===== config.mk =====
export PLATFORM = sky130hd
export DESIGN_NAME = pt_walker
export DESIGN_NICKNAME = d
export VERILOG_FILES = /design/src/rtl/pt_walker.sv
export SDC_FILE = /design/constraint.sdc
export NUM_CORES = 1
export LEC_CHECK = 0
export ABC_AREA = 1
export BUFFER_PORTS_ARGS = -buffer_cell sky130_fd_sc_hd__clkbuf_2
export CAP_MARGIN = 20
export CORE_UTILIZATION = 48
export CTS_BUF_LIST = sky130_fd_sc_hd__clkbuf_2
export CTS_CLUSTER_DIAMETER = 50
export DETAILED_ROUTE_END_ITERATION = 16
export PLACE_DENSITY = 0.75
export RECOVER_POWER = 25
export SLEW_MARGIN = 15
export SYNTH_ARGS = -nofsm -noshare
export SYNTH_HDL_FRONTEND = slang
export SYNTH_SLANG_ARGS = --single-unit

===== constraint.sdc =====
create_clock -name clk -period 3 [get_ports clk]
set_clock_uncertainty 0.2 [all_clocks]
set_input_delay 0.6 -clock clk [delete_from_list [all_inputs] [get_ports clk]]
set_output_delay 0.6 -clock clk [all_outputs]
set_load 0.005 [all_outputs]

===== src/rtl/pt_walker.sv =====
module pt_walker #(
  parameter int NUM_MASTERS = 6,
  localparam int MID_W = (NUM_MASTERS > 1) ? $clog2(NUM_MASTERS) : 1,
  localparam int STAT_W = 18
) (
  input  logic                   clk,
  input  logic                   rst_n,
  input  logic [31:0]            ttb_base,
  input  logic                   walk_valid,
  output logic                   walk_ready,
  input  logic [31:0]            walk_va,
  input  logic [MID_W-1:0]       walk_master,
  output logic                   mem_req_valid,
  input  logic                   mem_req_ready,
  output logic [31:0]            mem_req_addr,
  input  logic                   mem_rsp_valid,
  input  logic [31:0]            mem_rsp_data,
  output logic                   res_valid,
  output logic                   res_fault,
  output logic [31:0]            res_pa,
  output logic [3:0]             res_perm,
  output logic [STAT_W-1:0]      int_status,
  input  logic                   int_clr_valid,
  input  logic [STAT_W-1:0]      int_clr_mask,
  output logic                   irq,
  output logic [31:0]            err_addr_l1,
  output logic [31:0]            err_addr_l2,
  output logic [MID_W-1:0]       err_master,
  input  logic                   hold_wr_valid,
  input  logic [NUM_MASTERS-1:0] hold_wr_data,
  output logic [NUM_MASTERS-1:0] master_run_n
);
  localparam int L1_BIT = 16;
  localparam int L2_BIT = 17;

  if (NUM_MASTERS > L1_BIT) begin : g_bad_cfg
    $error("NUM_MASTERS must not exceed 16");
  end

  typedef enum logic [2:0] {
    S_IDLE, S_DTE_REQ, S_DTE_RSP, S_PTE_REQ, S_PTE_RSP, S_DONE, S_FAULT
  } st_t;

  st_t              st;
  logic [31:0]      va_q, base_q;
  logic [MID_W-1:0] mst_q;
  logic [21:0]      ptb_q;
  logic [19:0]      frame_q;
  logic [3:0]       perm_q;

  logic dte_ok, pte_ok, set_l1, set_l2;
  logic [STAT_W-1:0] set_vec, clr_vec;
  logic unused_rsv;

  assign dte_ok = mem_rsp_data[1:0] == 2'b01;
  assign pte_ok = mem_rsp_data[1];
  assign unused_rsv = ^{mem_rsp_data[9:8], mem_rsp_data[3:2]};

  assign set_l1 = (st == S_DTE_RSP) && mem_rsp_valid && !dte_ok;
  assign set_l2 = (st == S_PTE_RSP) && mem_rsp_valid && !pte_ok;

  assign walk_ready    = st == S_IDLE;
  assign mem_req_valid = (st == S_DTE_REQ) || (st == S_PTE_REQ);
  assign mem_req_addr  = (st == S_PTE_REQ) ? {ptb_q, va_q[19:12], 2'b00}
                                           : base_q + {18'd0, va_q[31:20], 2'b00};
  assign res_valid = (st == S_DONE) || (st == S_FAULT);
  assign res_fault = st == S_FAULT;
  assign res_pa    = {frame_q, va_q[11:0]};
  assign res_perm  = perm_q;
  assign irq       = |int_status;
  assign clr_vec   = int_clr_valid ? int_clr_mask : '0;

  always_comb begin
    set_vec = '0;
    set_vec[L1_BIT] = set_l1;
    set_vec[L2_BIT] = set_l2;
    if (set_l1 || set_l2) set_vec[mst_q] = 1'b1;
  end

  always_ff @(posedge clk or negedge rst_n) begin
    if (!rst_n) begin
      st      <= S_IDLE;
      va_q    <= '0;
      base_q  <= '0;
      mst_q   <= '0;
      ptb_q   <= '0;
      frame_q <= '0;
      perm_q  <= '0;
    end else begin
      case (st)
        S_IDLE:
          if (walk_valid) begin
            va_q   <= walk_va;
            base_q <= ttb_base;
            mst_q  <= walk_master;
            st     <= S_DTE_REQ;
          end
        S_DTE_REQ: if (mem_req_ready) st <= S_DTE_RSP;
        S_DTE_RSP:
          if (mem_rsp_valid) begin
            if (dte_ok) begin
              ptb_q <= mem_rsp_data[31:10];
              st    <= S_PTE_REQ;
            end else begin
              st <= S_FAULT;
            end
          end
        S_PTE_REQ: if (mem_req_ready) st <= S_PTE_RSP;
        S_PTE_RSP:
          if (mem_rsp_valid) begin
            if (pte_ok) begin
              frame_q <= mem_rsp_data[31:12];
              perm_q  <= mem_rsp_data[7:4];
              st      <= S_DONE;
            end else begin
              st <= S_FAULT;
            end
          end
        default: st <= S_IDLE;
      endcase
    end
  end

  always_ff @(posedge clk or negedge rst_n) begin
    if (!rst_n) begin
      int_status  <= '0;
      err_addr_l1 <= '0;
      err_addr_l2 <= '0;
      err_master  <= '0;
    end else begin
      int_status <= (int_status & ~clr_vec) | set_vec;
      if (set_l1) err_addr_l1 <= va_q;
      if (set_l2) err_addr_l2 <= va_q;
      if (set_l1 || set_l2) err_master <= mst_q;
    end
  end

  always_ff @(posedge clk or negedge rst_n) begin
    if (!rst_n) master_run_n <= '1;
    else if (hold_wr_valid) master_run_n <= hold_wr_data;
  end


  req_hold_chk: assert property (@(posedge clk) disable iff (!rst_n)
    mem_req_valid && !mem_req_ready |=> mem_req_valid && $stable(mem_req_addr));


  single_walk_chk: assert property (@(posedge clk) disable iff (!rst_n)
    walk_ready |-> !mem_req_valid && !res_valid);


  res_pulse_chk: assert property (@(posedge clk) disable iff (!rst_n)
    res_valid |=> !res_valid && walk_ready);


  l1_fault_chk: assert property (@(posedge clk) disable iff (!rst_n)
    (st == S_DTE_RSP) && mem_rsp_valid && (mem_rsp_data[1:0] != 2'b01)
      |=> res_fault && int_status[L1_BIT] && !mem_req_valid);


  l2_fault_chk: assert property (@(posedge clk) disable iff (!rst_n)
    (st == S_PTE_RSP) && mem_rsp_valid && !mem_rsp_data[1]
      |=> res_fault && int_status[L2_BIT]);


  irq_chk: assert property (@(posedge clk) disable iff (!rst_n)
    irq == (int_status != '0));


  hold_chk: assert property (@(posedge clk) disable iff (!rst_n)
    hold_wr_valid |=> master_run_n == $past(hold_wr_data));
endmodule


# Yosys cells after proc, flatten, opt, wreduce, memory -nomap -nowiden
# Cells that the tools add are included.
# totals
register_bits	207
input_bits	130
# classes
muxes	13
reduce_logical	16
n_addsub	1
n_bitwise	4
order_cmp	2
eq_ne	12
# op_table
op	count
18-bit 2-to-1 mux	2
32-bit by 14-bit adder with 32-bit output	1
32-bit 2-to-1 mux	1
18-bit AND	1
3-bit 2-to-1 mux	6
18-bit inverter	1
18-bit OR	1
18-bit by 8-bit OR with 18-bit output	1
18-bit OR reduction	1
3-bit case mux with 5 select lines	1
2-bit != test, second input constant	5
3-bit equality test, second input constant	3
3-bit by 2-bit equality test with 1-bit output, second input constant	2
3-bit by 6-bit less-than comparator with 1-bit output, second input constant	1
3-bit AND reduction	2
1-bit logical AND	5
5-bit AND reduction	1
1-bit demux with 3-bit select	1
3-bit by 1-bit equality test with 1-bit output, second input constant	1
3-bit by 1-bit >= comparator with 1-bit output, second input constant	1
3-bit zero test	1
1-bit logical OR	3
2-bit by 1-bit equality test with 1-bit output, second input constant	1
1-bit zero test	2
other kinds (3)	3

# Logic depth before layout (Yosys ltp)
# Gate-level depths: netlist (run 1).
# logic_depth
depth_word	7
ltp_mapped	12
mapped_depth_nobuf	12

# Worst setup path before layout (run 1)
# No wires, ideal clock.
# synth_timing
path_kind	flip-flop to output port
startpoint	reg va_q[20]
endpoint	out mem_req_addr[14]
t_arrival_ns	1.777
stages_incl_launch_ff	10
path_slack_ns	0.423
required_ns	2.200
cell_sequence	dfrtp_1 > ha_1 > fa_1 > nand3_1 > nand3_1 > nand3_1 > nand3_2 > nand2_1 > inv_1 > o21ai_0
# synth_via
elab_chain_cells	2
# synth_lines
item	line_no	source
from (decl)	45	logic [31:0] va_q, base_q;
from (signal assigned)	93	va_q <= walk_va;
32-bit by 14-bit adder with 32-bit output	65	: base_q + {18'd0, va_q[31:20], 2'b00};
32-bit 2-to-1 mux	64	assign mem_req_addr = (st == S_PTE_REQ) ? {ptb_q, va_q[19:12], 2'b00}
to (decl)	15	output logic [31:0] mem_req_addr,
# Every way passes these cells.

# Worst setup path in the final report (run 1)
# layout_timing
startpoint	reg base_q[2]
endpoint	out mem_req_addr[14]
# layout_via
elab_chain_cells	2
# layout_lines
item	line_no	source
from (decl)	45	
from (signal assigned)	94	base_q <= ttb_base;
32-bit by 14-bit adder with 32-bit output	65	
32-bit 2-to-1 mux	64	
# Every way passes these cells.

==> impl_summary.log, run 1 <==
INFO  metric path_common_cell = sky130_fd_sc_hd__nand3_4
INFO  metric ys_dominant_reg_cell = sky130_fd_sc_hd__dfrtp_1
INFO  metric cellPowerDensity = 1119 nW/um^2
INFO  metric yosys.area_share.xor_xnor = 0.8065%
INFO  metric gp_congestion = 0.9293
INFO  metric first_global_vias = 9472
INFO  metric max_slew_margin = -58.29%
INFO  metric comb_power_share = 56.9%
INFO  metric crit_fanout = 5
INFO  metric switchingPower = 7.146 mW
INFO  metric drt_pre_antenna_iters = 5
INFO  metric cap_violations = 1
INFO  metric routedWlPerCell = 16.22 um
INFO  metric synth_mux_area_share = 3.571%
INFO  metric critical_path.startpoint_type = flop
INFO  metric timing.critical_path.cells = ha_4 > fa_2 > nand3_2 > nand3_4 > nand3_4 > nand3_4 > nand2_1 > inv_1 > o21ai_2 > clkbuf_2
INFO  metric rows = between 50 and 60
INFO  metric layout.area.seq = roughly 5200 sq um
INFO  metric io_buffer_count = 289
INFO  metric finish.net_count = between 1500 and 2000
INFO  metric cts-root-buf = sky130_fd_sc_hd__clkbuf_2
INFO  metric cts-root-to-sink-buffers = 3
INFO  metric post-synth-top-count-cell = sky130_fd_sc_hd__nand2_1
INFO  metric worst_ep_arrival_time = 2780 ps
INFO  metric floorplan.initialDensity = 49.57%
INFO  metric synth-simple-area-share = between 20% and 30%
INFO  metric synthAdderAreaFrac = under 10%
INFO  metric mappedNetlistNets = 1269
INFO  metric post_route_cells_drive_above_1_share = 38.22%
INFO  metric detailedPlace.worstSlack = -21.79 ps
INFO  metric setup_viol_count_final = 29
INFO  metric tightest_pin_transition = 2374 ps
INFO  metric hpwl = about 19000 um
INFO  metric rsz0062_at_grt = yes
INFO  metric vdd_ir_drop_max = between 0.6 and 0.7 mV
INFO  metric power = 15.82 mW
INFO  metric timing_max_transition_violations_final = 45
INFO  metric clock_insertion_delay_worst_skew = 840 ps
INFO  metric timing.critical_path.to_type = primary output
INFO  metric grt_pass1_wl = 45740 um
INFO  metric filler_cell_count = 1384
INFO  metric path_buf_inv = 2
INFO  metric routed_wirelength = 30680 um
INFO  metric achievable-frequency = 0.2790 GHz
INFO  metric dieWidth = ~140 um
INFO  metric detail-route-antenna-nets = 0
INFO  metric tritoncts.num_buffers = 52
INFO  metric power_report.internal_total = 8.673 mW
INFO  metric synth-edff-count = 0
INFO  metric relative_contribution_of_sequential_cells_to_total_power = 31.0%
INFO  metric netlist_top_cells_area = sky130_fd_sc_hd__dfrtp_1 (51%), sky130_fd_sc_hd__nand2_1 (12%), sky130_fd_sc_hd__inv_1 (4.6%), sky130_fd_sc_hd__nor2_1 (3.2%), sky130_fd_sc_hd__a21oi_1 (3.1%)
INFO  metric cts_sinks = 207
INFO  metric synth_seq_area_share = ~53%
INFO  metric proportion_of_netlist_area_held_by_the_largest_area_contributor = 51.46%
INFO  metric clk_transition_reported_paths = 120 ps
INFO  metric cts.htree.levels = 2
INFO  metric syn_inst_count = 1126
INFO  metric status = finished, violations left
INFO  metric design.core.area = 19720 sq um
INFO  metric leakagePower = 7.476 nW
INFO  metric detail_route.drc_violations = 0
INFO  metric cts_tree = yes
INFO  metric io-pin-count = between 200 and 300
INFO  metric antenna_found_initial = 1
INFO  metric fraction_of_the_mapped_netlist_area_in_compound_gates = 11.29%
INFO  metric die_area = 20940 sq um
INFO  metric ys_warn_count = 0
INFO  metric synthTopCellsByCount = sky130_fd_sc_hd__nand2_1 (317), sky130_fd_sc_hd__dfrtp_1 (201), sky130_fd_sc_hd__inv_1 (121)
INFO  metric synth_seq_cells = roughly 210
INFO  metric synth_top_family_by_area = simple AND/OR/NAND/NOR gates
INFO  metric timing.final.hold_violations = 0
INFO  metric post-route-min-period = 3584 ps
INFO  metric multi_input_combinational_cell_area = 4498 sq um
INFO  metric worst-r2r-setup-slack = 800 ps
INFO  metric setup.worst_path.class = reg2out
INFO  metric drt_first_iter_violations = 401
INFO  metric timing.final.ws_setup = -584.1 ps
INFO  metric swShare = between 40% and 50%
INFO  metric die_height = 144.7 um
INFO  metric violations = max-capacitance violations, max-slew violations, negative setup slack
INFO  metric detail_route.vias_per_cell = slightly above 5
INFO  metric vias = between 9000 and 10000
INFO  metric area_delta_synth_final = 44.60%
INFO  metric crit_path_top_delay_cell = sky130_fd_sc_hd__dfrtp_1
INFO  metric critPathMaxStageDelay = 430 ps
INFO  metric final_min_period_over_clock_period = 119.5%
INFO  metric holdCritPathClass = in2reg
INFO  metric postSynth.asyncResetShare = 100.0%
INFO  metric synth_top_area_cell = sky130_fd_sc_hd__dfrtp_1
INFO  metric largest_net_degree_at_the_start_of_global_routing = between 60 and 70
INFO  metric grt.overflow.total = 0
INFO  metric critPathTopFamily = adder cells
INFO  metric grt_use_total = 28.18%
INFO  metric fin_setup_tns = -12450 ps
INFO  metric timing.critical_path.required = 2200 ps
INFO  metric synth.distinct_cells = 40
INFO  metric synth.cell_area = approximately 10000 sq um
INFO  metric syn_avg_cell_area = 8.681 sq um
INFO  metric clock_power_share = 12.1%
==> registers in the layout (all words and copies together) (netlist names), 6 cells and up <==
signal / flops
int_status: 18
master_run_n: 6
ptb_q: 22
va_q: 32
frame_q: 20
err_addr_l1: 32
base_q: 32
err_addr_l2: 32
==> worst register-to-register path, cell delays in order, from the launching register on <==
cell and delay (ps):
sky130_fd_sc_hd__dfrtp_1 390, sky130_fd_sc_hd__inv_1 160, sky130_fd_sc_hd__nand2_2 110, sky130_fd_sc_hd__nor2_2 170, sky130_fd_sc_hd__inv_2 60, sky130_fd_sc_hd__nor2_2 120
sky130_fd_sc_hd__nand2_2 370, sky130_fd_sc_hd__buf_4 330, sky130_fd_sc_hd__nand2_1 60, sky130_fd_sc_hd__o21ai_0 80
==> path summary, 6_finish.rpt <==
| check | cells past startpoint | from | end |
|---|---|---|---|
| setup / recovery | 10 | base_q[2]$_DFFE_PN0P_ | mem_req_addr[14] |
| hold / removal | 4 | mem_rsp_data[0] | st[2]$_DFFE_PN0P_ |
| setup reg to reg | 9 | st[0]$_DFFE_PN0P_ | ptb_q[16]$_DFFE_PN0P_ |
| hold reg to reg | 2 | err_master[2]$_DFFE_PN0P_ | err_master[2]$_DFFE_PN0P_ |
| max in group asynchronous | 2 | rst_n | base_q[12]$_DFFE_PN0P_ |
| min in group asynchronous | 2 | rst_n | err_addr_l1[11]$_DFFE_PN0P_ |
==> power groups by stage <==
stage	combinational, mW	sequential [mW]	clock [mW]
floorplan	3.89	4.71	0
global placement	6.20	4.78	0
detailed placement	6.33	4.82	0
CTS	7.76	4.85	1.93
global route	9.78	5.04	2.09
finish	9.01	4.90	1.91
==> per-layer routing <==
layer | routed length, um | vias up | track usage [%]
met5 | 0 | - | 0
met4 | 712 | 0 | 10.75
met3 | 2338 | 76 | 7.371
met2 | 15330 | 405 | 49.16
met1 | 12300 | 4498 | 33.18
li1 | - | 4527 | -
==> metrics by stage <==
step | cell area, sq um | hold slack (ps) | util, % | std cells
after floorplan | 9774 | 104.4 | - | 1126
after CTS | 13740 | 1.934 | 69.71 | 1880
after global placement | 11360 | 261.7 | 57.64 | 1643
after global routing | 14130 | 33.20 | 71.68 | 1891
final | 14130 | 42.46 | 71.68 | 1891
after detailed placement | 11360 | 265.9 | 57.64 | 1643
==> cell usage in the layout, fill, tap and decap left out, types with 17 or more instances in the layout <==
cell / netlist / routed
sky130_fd_sc_hd__nand3_2: 2 / 18
sky130_fd_sc_hd__buf_4: 16 / 26
sky130_fd_sc_hd__inv_1: 121 / 111
sky130_fd_sc_hd__o21ai_1: 46 / 53
sky130_fd_sc_hd__nand2_1: 317 / 266
sky130_fd_sc_hd__nand2_2: 7 / 42
sky130_fd_sc_hd__mux2_2: 27 / 27
sky130_fd_sc_hd__nand3_1: 48 / 24
sky130_fd_sc_hd__nand2_4: 2 / 17
sky130_fd_sc_hd__nor2_1: 84 / 72
sky130_fd_sc_hd__dfrtp_1: 201 / 200
sky130_fd_sc_hd__o21ai_0: 54 / 44
sky130_fd_sc_hd__o21ai_2: 23 / 26
sky130_fd_sc_hd__a21oi_1: 61 / 55
sky130_fd_sc_hd__clkbuf_2: 3 / 352
sky130_fd_sc_hd__dlygate4sd3_1: 0 / 130
==> kinds of logic after synthesis <==
group / after synthesis
simple gates: 489
flops: 207
compound gates: 197
buf+inv: 180
mux: 31
fa+ha+maj: 13
xor+xnor: 9
==> area by class of cell <==
cell class                      count  area share (%)
Sequential cell                   207           36.71
Clock inverter                     18          0.6108
Multi-Input combinational cell    740           31.83
Clock buffer                       78           2.762
Antenna cell                        1         0.01771
Timing Repair Buffer              456           22.31
Inverter                          126           3.417
Tap cell                          265           2.346
==> what timing repair did <==
action                                 CTS  global route
resized for setup                      125            88
pin swaps                               41            39
cloned                                   1             0
setup endpoints to repair               32            32
buffers inserted                        10            10
hold buffers                           130             0
endpoints found under the hold margin  340             0
(Power assumes the default switching activity.)
==> inputs of run 2 (changes only) <==
==> config.mk (replaced) <==
export PLATFORM = sky130hd
export DESIGN_NAME = pt_walker
export DESIGN_NICKNAME = d
export VERILOG_FILES = /design/src/rtl/pt_walker.sv
export SDC_FILE = /design/constraint.sdc
export NUM_CORES = 1
export LEC_CHECK = 0
export BUFFER_PORTS_ARGS = -buffer_cell sky130_fd_sc_hd__clkbuf_2
export CAP_MARGIN = 20
export CORE_UTILIZATION = 48
export CTS_BUF_LIST = sky130_fd_sc_hd__clkbuf_2
export CTS_CLUSTER_DIAMETER = 50
export DETAILED_ROUTE_END_ITERATION = 16
export PLACE_DENSITY = 0.76
export RECOVER_POWER = 25
export SKIP_LAST_GASP = 1
export SLEW_MARGIN = 20
export SYNTH_ARGS = -nofsm -noshare
export SYNTH_HDL_FRONTEND = slang
export SYNTH_SLANG_ARGS = --single-unit
==> run 2 against run 1 <==
- the flow still finishes with violations (max-capacitance violations, max-slew violations, negative setup slack)
- die area decreased by 4.5%
- critical path depth unchanged
- sequential share of layout area is 2.3 points higher
- total power decreased by 11%
- maximum frequency is 10% lower
- critical path type unchanged
- largest power group unchanged
==> impl_summary.log, run 2 <==
INFO  metric status = finished, violations left
INFO  metric violations = max-capacitance violations, max-slew violations, negative setup slack
INFO  metric cts-root-buf = sky130_fd_sc_hd__clkbuf_2
INFO  metric synthAdderAreaFrac = 1.824% (+0.083 points)
INFO  metric netlist_top_cells_area = sky130_fd_sc_hd__dfrtp_1 (54%), sky130_fd_sc_hd__mux2_2 (19%), sky130_fd_sc_hd__mux2_4 (3.2%), sky130_fd_sc_hd__nand2_1 (2.3%), sky130_fd_sc_hd__dfstp_2 (1.7%)
INFO  metric worst_ep_arrival_time = 3190 ps (+410 ps)
INFO  metric proportion_of_netlist_area_held_by_the_largest_area_contributor = 53.92% (+2.5 points)
INFO  metric synth.cell_area = 9329 sq um (-4.6%)
INFO  metric post-route-min-period = 3986 ps (+401.9 ps)
INFO  metric timing_max_transition_violations_final = 58 (+29%)
INFO  metric rows = 50 (-2.0%)
INFO  metric critical_path.endpoint = mem_req_addr[16]
INFO  metric timing.reg2reg.worst_path_depth = 5 (-4)
INFO  metric synth_top_area_cell = sky130_fd_sc_hd__dfrtp_1
INFO  metric grt_use_total = 26.67% (-1.5 points)
INFO  metric timing.final.hold_violations = 0 (unchanged)
INFO  metric yosys.area_share.xor_xnor = 2.441% (+1.6 points)
INFO  metric setup.worst_path.class = reg2out
INFO  metric synth_mux_area_share = 22.87% (+19 points)
INFO  metric routed_wirelength = 26540 um (-14%)
INFO  metric area_delta_synth_final = 42.72%
INFO  metric max_slew_margin = -1.095% (+57 points)
INFO  metric fin_setup_tns = -20070 ps (-7621 ps)
INFO  metric finish.net_count = 1344 (-22%)
INFO  metric final_common_cell = sky130_fd_sc_hd__clkbuf_2
INFO  metric synth.distinct_cells = 53 (+33%)
INFO  metric dpl_cell_area = 11250 sq um (-1.0%)
INFO  metric synth-simple-area-share = 7.149% (-14 points)
INFO  metric detail_route.drc_violations = 0 (unchanged)
INFO  metric tightest_pin_transition = 1516 ps (-857.9 ps)
INFO  metric die_area = 20000 sq um (-4.5%)
INFO  metric final_cell_area = 13310 sq um (-5.8%)
INFO  metric power = 14.11 mW (-11%)
INFO  metric design.core.area = 18890 sq um (-4.2%)
INFO  metric cts.htree.levels = 2 (unchanged)
INFO  metric final.hold.worst_slack = 97.96 ps (+55.50 ps)
INFO  metric die_height = 141.4 um (-2.3%)
INFO  metric grt.overflow.total = 0 (unchanged)
INFO  metric cts_sinks = 207 (unchanged)
INFO  metric power_report.internal_total = 8.607 mW (-0.76%)
INFO  metric vias = 7749 (-18%)
INFO  metric critical_path.startpoint_type = flop
INFO  metric achievable-frequency = 0.2509 GHz (-10%)
INFO  metric crit_fanout = 2 (-3)
INFO  metric clk_transition_reported_paths = 100 ps (-20 ps)
INFO  metric setup_viol_count_final = 29 (unchanged)
INFO  metric timing.critical_path.required = 2200 ps (about the same)
INFO  metric worst-r2r-setup-slack = 860 ps (+60 ps)
INFO  metric synth_seq_area_share = 55.61% (+2.5 points)
INFO  metric floorplan.initialDensity = 49.38% (-0.19 points)
INFO  metric ys_dominant_reg_cell = sky130_fd_sc_hd__dfrtp_1
INFO  metric cap_violations = 1 (unchanged)
INFO  metric cellPowerDensity = 1060 nW/um^2 (-5.3%)
INFO  metric synth_top_family_by_area = multiplexers
INFO  metric cts_tree = yes
INFO  metric timing.rr.start = st[0]$_DFFE_PN0P_
INFO  metric drt_pre_antenna_iters = 5 (unchanged)
INFO  metric detailedPlace.worstSlack = -315.5 ps (-293.7 ps)
INFO  metric antenna_found_initial = 2 (+1)
INFO  metric post-synth-top-count-cell = sky130_fd_sc_hd__dfrtp_1
INFO  metric clock_power_share = 12.7% (+0.6 points)
INFO  metric holdCritPathClass = in2reg
INFO  metric io-pin-count = 294 (unchanged)
INFO  metric vdd_ir_drop_max = 0.6846 mV (+9.5%)
INFO  metric synthTopCellsByCount = sky130_fd_sc_hd__dfrtp_1 (201), sky130_fd_sc_hd__mux2_2 (157), sky130_fd_sc_hd__nand2_1 (57)
INFO  metric synth-edff-count = 0 (unchanged)
INFO  metric leakagePower = 6.557 nW (-12%)
INFO  metric relative_contribution_of_sequential_cells_to_total_power = 35.5% (+4.5 points)
INFO  metric hpwl = 16250 um (-13%)
INFO  metric dieWidth = 141.4 um (-2.3%)
INFO  metric synth_seq_cells = 207 (unchanged)
INFO  metric io_buffer_count = 289 (unchanged)
INFO  metric mostFrequentLayoutCells = sky130_fd_sc_hd__clkbuf_2 (358), sky130_fd_sc_hd__dfrtp_1 (198), sky130_fd_sc_hd__mux2_2 (157)
INFO  metric crit_start = base_q[2]$_DFFE_PN0P_
INFO  metric fraction_of_the_mapped_netlist_area_in_compound_gates = 6.907% (-4.4 points)
INFO  metric routedWlPerCell = 17.76 um (+9.5%)
INFO  metric syn_avg_cell_area = 13.03 sq um (+50%)
INFO  metric timing.final.ws_setup = -986.0 ps (-401.9 ps)
INFO  metric switchingPower = 5.507 mW (-23%)
INFO  metric tritoncts.num_buffers = 53 (+1.9%)
INFO  metric syn_inst_count = 716 (-36%)
INFO  metric final_min_period_over_clock_period = 132.9% (+13 points)
INFO  metric clock_insertion_delay_worst_skew = 800 ps (-40 ps)
INFO  metric postSynth.asyncResetShare = 100.0% (unchanged)
INFO  metric cts-root-to-sink-buffers = 3 (unchanged)
INFO  metric r2r-end = base_q[28]$_DFFE_PN0P_
INFO  metric rsz0062_at_grt = yes
INFO  metric detail_route.vias_per_cell = 5.187 (+3.2%)
INFO  metric gp_congestion = 0.8073 (-13%)
INFO  metric post_route_cells_drive_above_1_share = 53.49% (+15 points)
INFO  metric first_global_vias = 8296 (-12%)
INFO  metric detail-route-antenna-nets = 0 (unchanged)
INFO  metric ys_warn_count = 0 (unchanged)
INFO  metric mappedNetlistNets = 859 (-32%)
INFO  metric drt_first_iter_violations = 221 (-45%)
INFO  metric comb_power_share = 51.8% (-5.1 points)
INFO  metric timing.critical_path.to_type = primary output
INFO  metric largest_net_degree_at_the_start_of_global_routing = 72 (+14%)
INFO  metric swShare = 39.02% (-6.2 points)
INFO  metric grt_pass1_wl = 41690 um (-8.9%)
-- run 2: layout make-up --
cell class / count / area [sq um]
Fill cell: 1311 / 5579
Clock buffer: 77 / 385.4
Clock inverter: 9 / 33.78
Antenna cell: 2 / 5.005
Multi-Input combinational cell: 455 / 4109
Tap cell: 260 / 325.3
Sequential cell: 207 / 5191
Inverter: 11 / 41.29
Timing Repair Buffer: 473 / 3223
-- run 2: stage by stage --
stage	cells	util, %
after floorplan	716	-
after global placement	1262	59.54
after detailed placement	1262	59.54
after CTS	1483	69.78
after global routing	1494	70.47
final	1494	70.47
-- run 2: power by group through the flow --
stage	registers (mW)	clock network, mW	logic, mW
6_report	5.01	1.80	7.31
5_1_grt	5.17	1.98	7.92
4_1_cts	4.98	1.84	6.93
3_5_place_dp	5.04	0	6.24
3_3_place_gp	4.95	0	6.14
2_1_floorplan	4.83	0	3.66
-- run 2: cell families after synthesis --
family                   after synthesis
AO/OA/AOI/OAI                         97
XOR/XNOR                              26
adder cells (fa/ha/maj)               13
buffers and inverters                 54
flip-flops                           207
multiplexers                         183
AND/OR/NAND/NOR                      136
-- run 2: worst min path at each step --
stage,from,end,slack [ps],cells after the start
2_1_floorplan,rst_n,base_q[0]$_DFFE_PN0P_,100,0
3_3_place_gp,res_perm[3]$_DFFE_PN0P_,res_perm[3]$_DFFE_PN0P_,270,1
3_5_place_dp,res_perm[3]$_DFFE_PN0P_,res_perm[3]$_DFFE_PN0P_,280,1
4_1_cts,int_clr_valid,int_status[8]$_DFF_PN0_,20,2
5_1_grt,mem_rsp_data[0],st[0]$_DFFE_PN0P_,50,5
6_report,mem_rsp_data[0],st[0]$_DFFE_PN0P_,100,5
-- run 2: timing repair --
item | in CTS | in global routing
hold buffers | 126 | 0
setup endpoints to repair | 33 | 31
hold endpoints to repair | 294 | 0
buffers inserted | 9 | 12
pin swaps | 49 | 30
gates resized for setup | 45 | 30
-- run 2: layer usage --
layer | track usage, % | wire (um)
met1 | 31.11 | 10540
met2 | 47.06 | 13630
met3 | 6.514 | 1645
met4 | 11.09 | 717
met5 | 0 | 0
-- run 2: critical path, stage by stage (launching register included) --
cell and delay (ps):
sky130_fd_sc_hd__dfrtp_1 410, sky130_fd_sc_hd__ha_2 190, sky130_fd_sc_hd__fa_2 360, sky130_fd_sc_hd__a21o_1 210, sky130_fd_sc_hd__a31oi_1 190, sky130_fd_sc_hd__buf_4 170, sky130_fd_sc_hd__nor2_4 40, sky130_fd_sc_hd__o41ai_4 390
sky130_fd_sc_hd__mux2i_1 230, sky130_fd_sc_hd__nand3_1 90, sky130_fd_sc_hd__clkbuf_2 130
